[config.mk]
export PLATFORM = sky130hd
export DESIGN_NAME = gpio_ret_port
export DESIGN_NICKNAME = d
export VERILOG_FILES = /design/src/rtl/gpio_ret_pkg.sv /design/src/rtl/gpio_ret_sync.sv /design/src/rtl/gpio_ret_regs.sv /design/src/rtl/gpio_ret_hold.sv /design/src/rtl/gpio_ret_port.sv
export SDC_FILE = /design/constraint.sdc
export NUM_CORES = 1
export LEC_CHECK = 0
export BUFFER_PORTS_ARGS = -buffer_cell sky130_fd_sc_hd__buf_2
export CORE_MARGIN = 2
export CORE_UTILIZATION = 58
export CTS_CLUSTER_DIAMETER = 120
export CTS_CLUSTER_SIZE = 16
export DETAILED_ROUTE_END_ITERATION = 10
export PLACE_DENSITY = 0.83
export SYNTH_ARGS = -nofsm -noshare
export SYNTH_HDL_FRONTEND = slang
export SYNTH_SLANG_ARGS = --single-unit
[constraint.sdc]
create_clock -name clk -period 2.25 [get_ports clk]
set_input_delay 0.1125 -clock clk [delete_from_list [all_inputs] [get_ports clk]]
set_output_delay 0.1125 -clock clk [all_outputs]
set_load 0.01 [all_outputs]
[src/rtl/gpio_ret_pkg.sv]
package gpio_ret_pkg;

    localparam int PORT_W       = 8;
    localparam int PWR_FLAG_BIT = 0;
    localparam int PWR_ACK_BIT  = 1;

    typedef enum logic [1:0] {
        PM_RUN   = 2'd0,
        PM_DEEP  = 2'd1,
        PM_PPD   = 2'd2,
        PM_LIGHT = 2'd3
    } pmode_e;

    typedef enum logic [1:0] {
        RA_DATA = 2'd0,
        RA_DIR  = 2'd1,
        RA_PULL = 2'd2,
        RA_PWR  = 2'd3
    } regaddr_e;

    typedef logic [PORT_W-1:0] port_vec_t;

    typedef struct packed {
        port_vec_t dir;
        port_vec_t data;
        port_vec_t pull;
    } port_regs_t;

    typedef struct packed {
        port_vec_t oe;
        port_vec_t out;
        port_vec_t pu;
    } pad_ctrl_t;

    function automatic pad_ctrl_t pads_from_regs(port_regs_t r);
        pad_ctrl_t p;
        p.oe  = r.dir;
        p.out = r.data;
        p.pu  = r.pull & ~r.dir;
        return p;
    endfunction

    function automatic port_vec_t data_readback(port_regs_t r, port_vec_t pins,
                                                int unsigned in_only,
                                                int unsigned out_only);
        port_vec_t v;
        v = (pins & ~r.dir) | (r.data & r.dir);
        v[in_only]  = pins[in_only];
        v[out_only] = r.data[out_only];
        return v;
    endfunction

endpackage

[src/rtl/gpio_ret_sync.sv]
module gpio_ret_sync
    import gpio_ret_pkg::*;
#(
    parameter int SYNC_STAGES = 2
) (
    input  logic      clk,
    input  logic      rst,
    input  port_vec_t pin_raw,
    output port_vec_t pin_sync
);

    localparam int LAST = SYNC_STAGES - 1;

    port_vec_t stage_q [SYNC_STAGES];

    generate
        for (genvar s = 0; s < SYNC_STAGES; s++) begin : g_stage
            if (s == 0) begin : g_first
                always_ff @(posedge clk) begin
                    if (rst) stage_q[0] <= '0;
                    else     stage_q[0] <= pin_raw;
                end
            end else begin : g_next
                always_ff @(posedge clk) begin
                    if (rst) stage_q[s] <= '0;
                    else     stage_q[s] <= stage_q[s-1];
                end
            end
        end
    endgenerate

    assign pin_sync = stage_q[LAST];

endmodule

[src/rtl/gpio_ret_regs.sv]
module gpio_ret_regs
    import gpio_ret_pkg::*;
(
    input  logic       clk,
    input  logic       rst,
    input  pmode_e     pmode,
    input  logic       we,
    input  regaddr_e   addr,
    input  port_vec_t  wdata,
    output port_regs_t regs_q,
    output logic       ppd_flag_q,
    output logic       ack_pulse
);

    logic wr_ok;
    logic wipe;

    assign wr_ok     = we && (pmode == PM_RUN);
    assign wipe      = (pmode == PM_DEEP) || (pmode == PM_PPD);
    assign ack_pulse = wr_ok && (addr == RA_PWR) && wdata[PWR_ACK_BIT];

    always_ff @(posedge clk) begin
        if (rst || wipe) begin
            regs_q <= '0;
        end else if (wr_ok) begin
            case (addr)
                RA_DATA: regs_q.data <= wdata;
                RA_DIR:  regs_q.dir  <= wdata;
                RA_PULL: regs_q.pull <= wdata;
                default: ;
            endcase
        end
    end

    always_ff @(posedge clk) begin
        if (rst || pmode == PM_DEEP) ppd_flag_q <= 1'b0;
        else if (pmode == PM_PPD)    ppd_flag_q <= 1'b1;
        else if (ack_pulse)          ppd_flag_q <= 1'b0;
    end

    AST_DEEP_WIPES: assert property (@(posedge clk) disable iff (rst)
        (pmode == PM_DEEP) |=> (regs_q == '0 && !ppd_flag_q));
    AST_LIGHT_RETAINS: assert property (@(posedge clk) disable iff (rst)
        (pmode == PM_LIGHT) |=> $stable(regs_q));
    AST_STOP_NO_WRITE: assert property (@(posedge clk) disable iff (rst)
        (pmode != PM_RUN && !wipe) |=> $stable(regs_q));
    AST_FLAG_SET: assert property (@(posedge clk) disable iff (rst)
        (pmode == PM_PPD) |=> ppd_flag_q);

endmodule

[src/rtl/gpio_ret_hold.sv]
module gpio_ret_hold
    import gpio_ret_pkg::*;
(
    input  logic      clk,
    input  logic      rst,
    input  pmode_e    pmode,
    input  logic      ack,
    input  pad_ctrl_t live,
    output pad_ctrl_t pads,
    output logic      hold_act
);

    pad_ctrl_t frozen_q;

    always_ff @(posedge clk) begin
        if (rst) begin
            frozen_q <= '0;
            hold_act <= 1'b0;
        end else begin
            if (!hold_act) frozen_q <= live;
            if (pmode == PM_DEEP)      hold_act <= 1'b0;
            else if (pmode == PM_PPD)  hold_act <= 1'b1;
            else if (ack)              hold_act <= 1'b0;
        end
    end

    assign pads = hold_act ? frozen_q : live;

    AST_HOLD_FROZEN: assert property (@(posedge clk) disable iff (rst)
        (hold_act && pmode != PM_DEEP && !(pmode == PM_RUN && ack)) |=> $stable(pads));
    AST_ACK_RELEASES: assert property (@(posedge clk) disable iff (rst)
        (ack && pmode == PM_RUN) |=> !hold_act);

endmodule

[src/rtl/gpio_ret_port.sv]
module gpio_ret_port
    import gpio_ret_pkg::*;
#(
    parameter int SYNC_STAGES = 2,
    parameter int IN_ONLY_BIT = 5,
    parameter int OUT_ONLY_BIT = 4
) (
    input  logic              clk,
    input  logic              rst,
    input  logic [1:0]        pmode,
    input  logic [1:0]        bus_addr,
    input  logic              bus_we,
    input  logic [PORT_W-1:0] bus_wdata,
    output logic [PORT_W-1:0] bus_rdata,
    input  logic [PORT_W-1:0] pin_in,
    output logic [PORT_W-1:0] pad_oe,
    output logic [PORT_W-1:0] pad_out,
    output logic [PORT_W-1:0] pad_pu
);

    pmode_e     mode;
    regaddr_e   addr;
    port_regs_t regs;
    port_vec_t  pin_s;
    logic       ppd_flag;
    logic       ack;
    logic       hold_act;
    pad_ctrl_t  live;
    pad_ctrl_t  pads;

    assign mode = pmode_e'(pmode);
    assign addr = regaddr_e'(bus_addr);

    gpio_ret_sync #(.SYNC_STAGES(SYNC_STAGES)) u_sync (
        .clk      (clk),
        .rst      (rst),
        .pin_raw  (pin_in),
        .pin_sync (pin_s)
    );

    gpio_ret_regs u_regs (
        .clk        (clk),
        .rst        (rst),
        .pmode      (mode),
        .we         (bus_we),
        .addr       (addr),
        .wdata      (bus_wdata),
        .regs_q     (regs),
        .ppd_flag_q (ppd_flag),
        .ack_pulse  (ack)
    );

    assign live = pads_from_regs(regs);

    gpio_ret_hold u_hold (
        .clk      (clk),
        .rst      (rst),
        .pmode    (mode),
        .ack      (ack),
        .live     (live),
        .pads     (pads),
        .hold_act (hold_act)
    );

    assign pad_oe  = pads.oe;
    assign pad_out = pads.out;
    assign pad_pu  = pads.pu;

    always_comb begin
        bus_rdata = '0;
        case (addr)
            RA_DATA: bus_rdata = data_readback(regs, pin_s, IN_ONLY_BIT, OUT_ONLY_BIT);
            RA_DIR:  bus_rdata = regs.dir;
            RA_PULL: bus_rdata = regs.pull;
            RA_PWR:  bus_rdata[PWR_FLAG_BIT] = ppd_flag;
            default: bus_rdata = '0;
        endcase
    end

    AST_PU_INPUT_ONLY: assert property (@(posedge clk) disable iff (rst)
        (pad_pu & pad_oe) == '0);
    AST_HOLD_WITH_FLAG: assert property (@(posedge clk) disable iff (rst)
        (mode == PM_RUN && hold_act) |-> ppd_flag);

endmodule

Word-level counts from Yosys, hierarchy flattened

Memory sizes are Yosys's and may differ from the RTL's.
Index checks and enable logic that the tools add are counted.

Flip-flop bits (word level): 50
Bits in latches: 0
RAM bits: 16
Memory bits (read-only): 0
Output and inout port bits: 32
Memories: 1

Add/sub/neg operators: 0
Multipliers: 0
Div/mod/pow operators: 0
$lt $le $gt $ge: 0
Equal/unequal tests: 5
Shifts and indexed selects: 0
Mux-type cells: 10
Bitwise logic cells: 7
Reduce and logical (&&, ||, !) cells: 13

Memory list:

| name           | words | width | read ports | clocked after Yosys merged registers in | wr ports | RTL line            | text |
|---|---|---|---|---|---|---|---|
| u_sync.stage_q | 2     | 8     | 2          | 0                                       | 2        | gpio_ret_sync.sv:14 | `port_vec_t stage_q [SYNC_STAGES];` |

Operators with widths:

| operator                                                         | number |
|---|---|
| 8-bit AND                                                        | 3 |
| 24-bit two-way mux                                               | 1 |
| 7-bit case mux with 3 select lines                               | 1 |
| 8-bit two-way mux                                                | 2 |
| 8-bit NOT                                                        | 1 |
| 8-bit bitwise OR                                                 | 1 |
| 2-bit == test (second input constant)                            | 3 |
| 2-bit AND reduction                                              | 3 |
| 1-bit two-way mux                                                | 5 |
| 2-bit by 1-bit == test with 1-bit output (second input constant) | 2 |
| 2-bit zero test                                                  | 2 |
| 1-bit case mux with 4 select lines                               | 1 |
| 1-bit logical AND                                                | 3 |
| 1-bit logical OR                                                 | 3 |
| 1-bit bitwise OR                                                 | 2 |
| 2-bit nonzero test                                               | 1 |
| 2-bit OR reduction                                               | 1 |

Logic depth before layout (Yosys ltp)

Depth in word-level cells: 6
Gate-level depth with buffers: 6
Gate-level depth less buffers: 5

Modules after synthesis

A second synthesis with hierarchy kept.

Cells, all modules: 265
Area, all modules: 3044.2 sq um

Modules (own cells, without submodules):

| module        | instances | cells each | area each (sq um) |
|---|---|---|---|
| gpio_ret_regs | 1         | 106        | 1219.9 |
| gpio_ret_hold | 1         | 82         | 1061.0 |
| gpio_ret_sync | 1         | 33         | 464.2 |
| gpio_ret_port | 1         | 44         | 299.0 |

Least setup slack after synthesis

OpenSTA, ideal clock, no wires.

Kind: reg-to-reg
From: register u_regs.ppd_flag_q (netlist name)
To: register u_hold.frozen_q[13] (netlist bit)
Setup time: 128 ps
Data arrival time: 1019 ps
Required time: 2122 ps
Slack: 1104 ps
Cell stages (with the launch flop): 4
Path buffers: 1
Clock period less this slack: 1146 ps
Path through: dfxtp_1 > buf_6 > mux2_4 > nor2b_1

RTL lines:

| element              | RTL line            | text |
|---|---|---|
| end signal, assigned | gpio_ret_hold.sv:20 | `if (!hold_act) frozen_q <= live;` |
| end, declared        | gpio_ret_hold.sv:13 | `pad_ctrl_t frozen_q;` |

==> run summary <==
initial antenna violation count -> 0
vias in the first global route -> 1,835
core area -> 4410 sq um
unrepaired setup endpoints after global routing -> no
largest area contributor in the netlist -> dfxtp_1
vias per inst -> 5.18
ranking of synthesized cells by area -> dfxtp_1 47%, mux2_4 9.4%, nor2b_1 8.1%, mux2i_1 6.7%, nand2_1 3.6%
Post-CTS Setup Repair Bufs -> 0
grt total ovfl -> 0
Net Sw Frac -> 22.1%
largest net degree at the start of global routing -> 40
period utilization -> 85.3%
HP Class -> input pin to register
drt total wl -> 5350 microns
Synth top area share -> 46.6%
die area -> 5230 sq um
timing-limited maximum frequency -> 0.521 GHz
I/O Pins -> 55
DRC violations left -> 0
ys async rst share -> 0%
Pleak -> 0.00140 uW
Post-synth EDFFs -> 0
Worst-path clk slew -> 0.06 ns
Least-Margin Pin Slew -> 0.606 ns
final setup vio count -> 0
worst path arrival time -> 1.81 ns
Vias -> 1,958
Max H-tree Level -> 3
setup_tns -> 0 ns
Comb pwr share -> 6.7%
Netlist cell types -> 29
DP Area -> 2960 sq um
Clock Root Buffer -> clkbuf_8
top cells by count, synth -> 63 x dfxtp_1, 35 x nor2b_1, 26 x nand2_1
Tot GR Track Use -> 21.7%
Die H -> 72.3 microns
mapped cell area -> 2710 sq um
Slew Limit Fails -> 0
TritonCTS clock tree -> done
Final Power -> 2160 uW
crit start category -> register
max cap viols -> 0
worst hold slack -> 0.0117 ns
final net count -> 348
share of layout cells above drive strength 1 -> 32.2%
port bufs -> 53
Layout Skew -> 0.00347 ns
Final ANT Viol Nets -> 0
flops & latches, synth -> 63
Synthesis Warnings -> 0
Initial Utilization -> 61.3%
outcome -> finished, final reports clean
Power Internal -> 1680 uW
CTS Sinks -> 63
switching pwr -> 476 uW
1st-iter DRT viols -> 133
n_diodes -> 0
row count -> 24
Post-synth top flop -> dfxtp_1
number of CTS-inserted buffers -> 9
GP Congestion -> 0.808
Die Width -> 72.3 microns
Max IR drop VDD -> 0.440 mV
Max Root-Sink Buffers -> 2
global-route wire length before repair -> 8550 microns
HPWL after DPL -> 3470 microns
CP required -> 2.14 ns
slew margin rel. -> 59.5%
min Tclk post-route -> 1.92 ns
post-DR wirelength/cell -> 14.1 microns
Avg Inst Size Synth -> 10.2 sq um
synthesized instance count -> 265
worst-skew pair later-pin latency -> 0.32 ns
Clk pwr share -> 40.4%
Cell Pwr Density -> 679 nW/um^2
Flop pwr share -> 52.9%
syn_nets -> 291
CP max FO -> 10
drt pass-1 iters -> 4
sequential-to-total area share from yosys stat -> 46.6%
Hold Fails Final Rpt -> 0
count leader, synth -> dfxtp_1
WS Path Type -> register to output port
nature of the critical path endpoint -> output port
Area Overhead vs Synth -> 17.5%
Finished Cell Area -> 3180 sq um
## cell usage in the layout (no fill, tap or decap), drive strengths merged
cell and n:
nand2 32, nor3b 1, and4bb 1, o31a 6
ha 3, or2 1, and2b 4, nor2 17
buf 58, nor4 1, and4b 1, mux2i 18
o21ai 22, clkbuf 15, dfxtp 63, mux2 17
nand4b 2, nand4 1, inv 8, dlygate4sd3 4
nor2b 35, a21oi 8, nand2b 8
## area by class of cell
cell class                      instances  area, sq um
Clock buffer                           15          176
Fill cell                             334         1230
Inverter                                8         30.0
Multi-Input combinational cell        178         1290
Sequential cell                        63         1260
Tap cell                               52         65.1
Timing Repair Buffer                   62          355
## power by group through the flow
stage	registers [uW]	clock network, uW	logic, uW
2_1_floorplan	1160	0	99.0
3_3_place_gp	1170	0	135
3_5_place_dp	1170	0	138
4_1_cts	1140	890	144
5_1_grt	1140	934	156
6_report	1140	872	144
## layer usage
metal | vias to the layer above | routed length [microns] | track usage (%)
li1 | 991 | - | -
met1 | 912 | 2480 | 28.4
met2 | 49 | 2570 | 34.3
met3 | 6 | 232 | 3.89
met4 | 0 | 61 | 11.3
met5 | - | 0 | 0
## final timing paths
path                                        start                         endpoint  slack (ns)  cells after the start
hold / removal                          pin_in[6]  u_sync.stage_q[0][6]$_SDFF_PP0_        0.01                      2
setup reg to reg   u_regs.ppd_flag_q$_SDFFE_PP0P_   u_hold.frozen_q[23]$_SDFF_PP0_        0.66                      3
setup / recovery   u_regs.ppd_flag_q$_SDFFE_PP0P_                        pad_oe[7]        0.33                      3
hold reg to reg   u_sync.stage_q[0][0]$_SDFF_PP0_  u_sync.stage_q[1][0]$_SDFF_PP0_        0.43                      1
## flip-flops by register name (all words and copies together), names as in the netlist
| name | count |
|---|---|
| u_regs.regs_q | 24 |
| u_regs.ppd_flag_q | 1 |
| u_hold.frozen_q | 24 |
| u_sync.stage_q | 14 |
## cells by family after synthesis
family	Yosys count	share of synthesized area (%)
DFF	63	46.6
and+or+nand+nor	104	21.5
adders and majority gates	3	1.39
buffers and inverters	24	5.69
AOI/OAI and AO/OA	36	8.74
muxes	35	16.1
## stage by stage
stage / utilization, % / setup slack (ns) / cells
finish: 72.0 / 0.330 / 378
global route: 72.0 / 0.300 / 378
CTS: 72.0 / 0.344 / 378
detailed placement: 67.1 / 0.682 / 359
global placement: 67.1 / 0.716 / 359
floorplan: - / 1.10 / 265
## critical path: stages (launching register included)
cell and delay (ns):
dfxtp_1 0.71, buf_4 0.31, mux2_4 0.32, buf_2 0.14
## repair_timing
action / 4_1_cts / 5_1_grt
hold buffers: 4 / 0
endpoints found under the hold margin: 4 / 0
resized for setup: 0 / 0
Note: power is estimated with default switching activity, not from simulation.
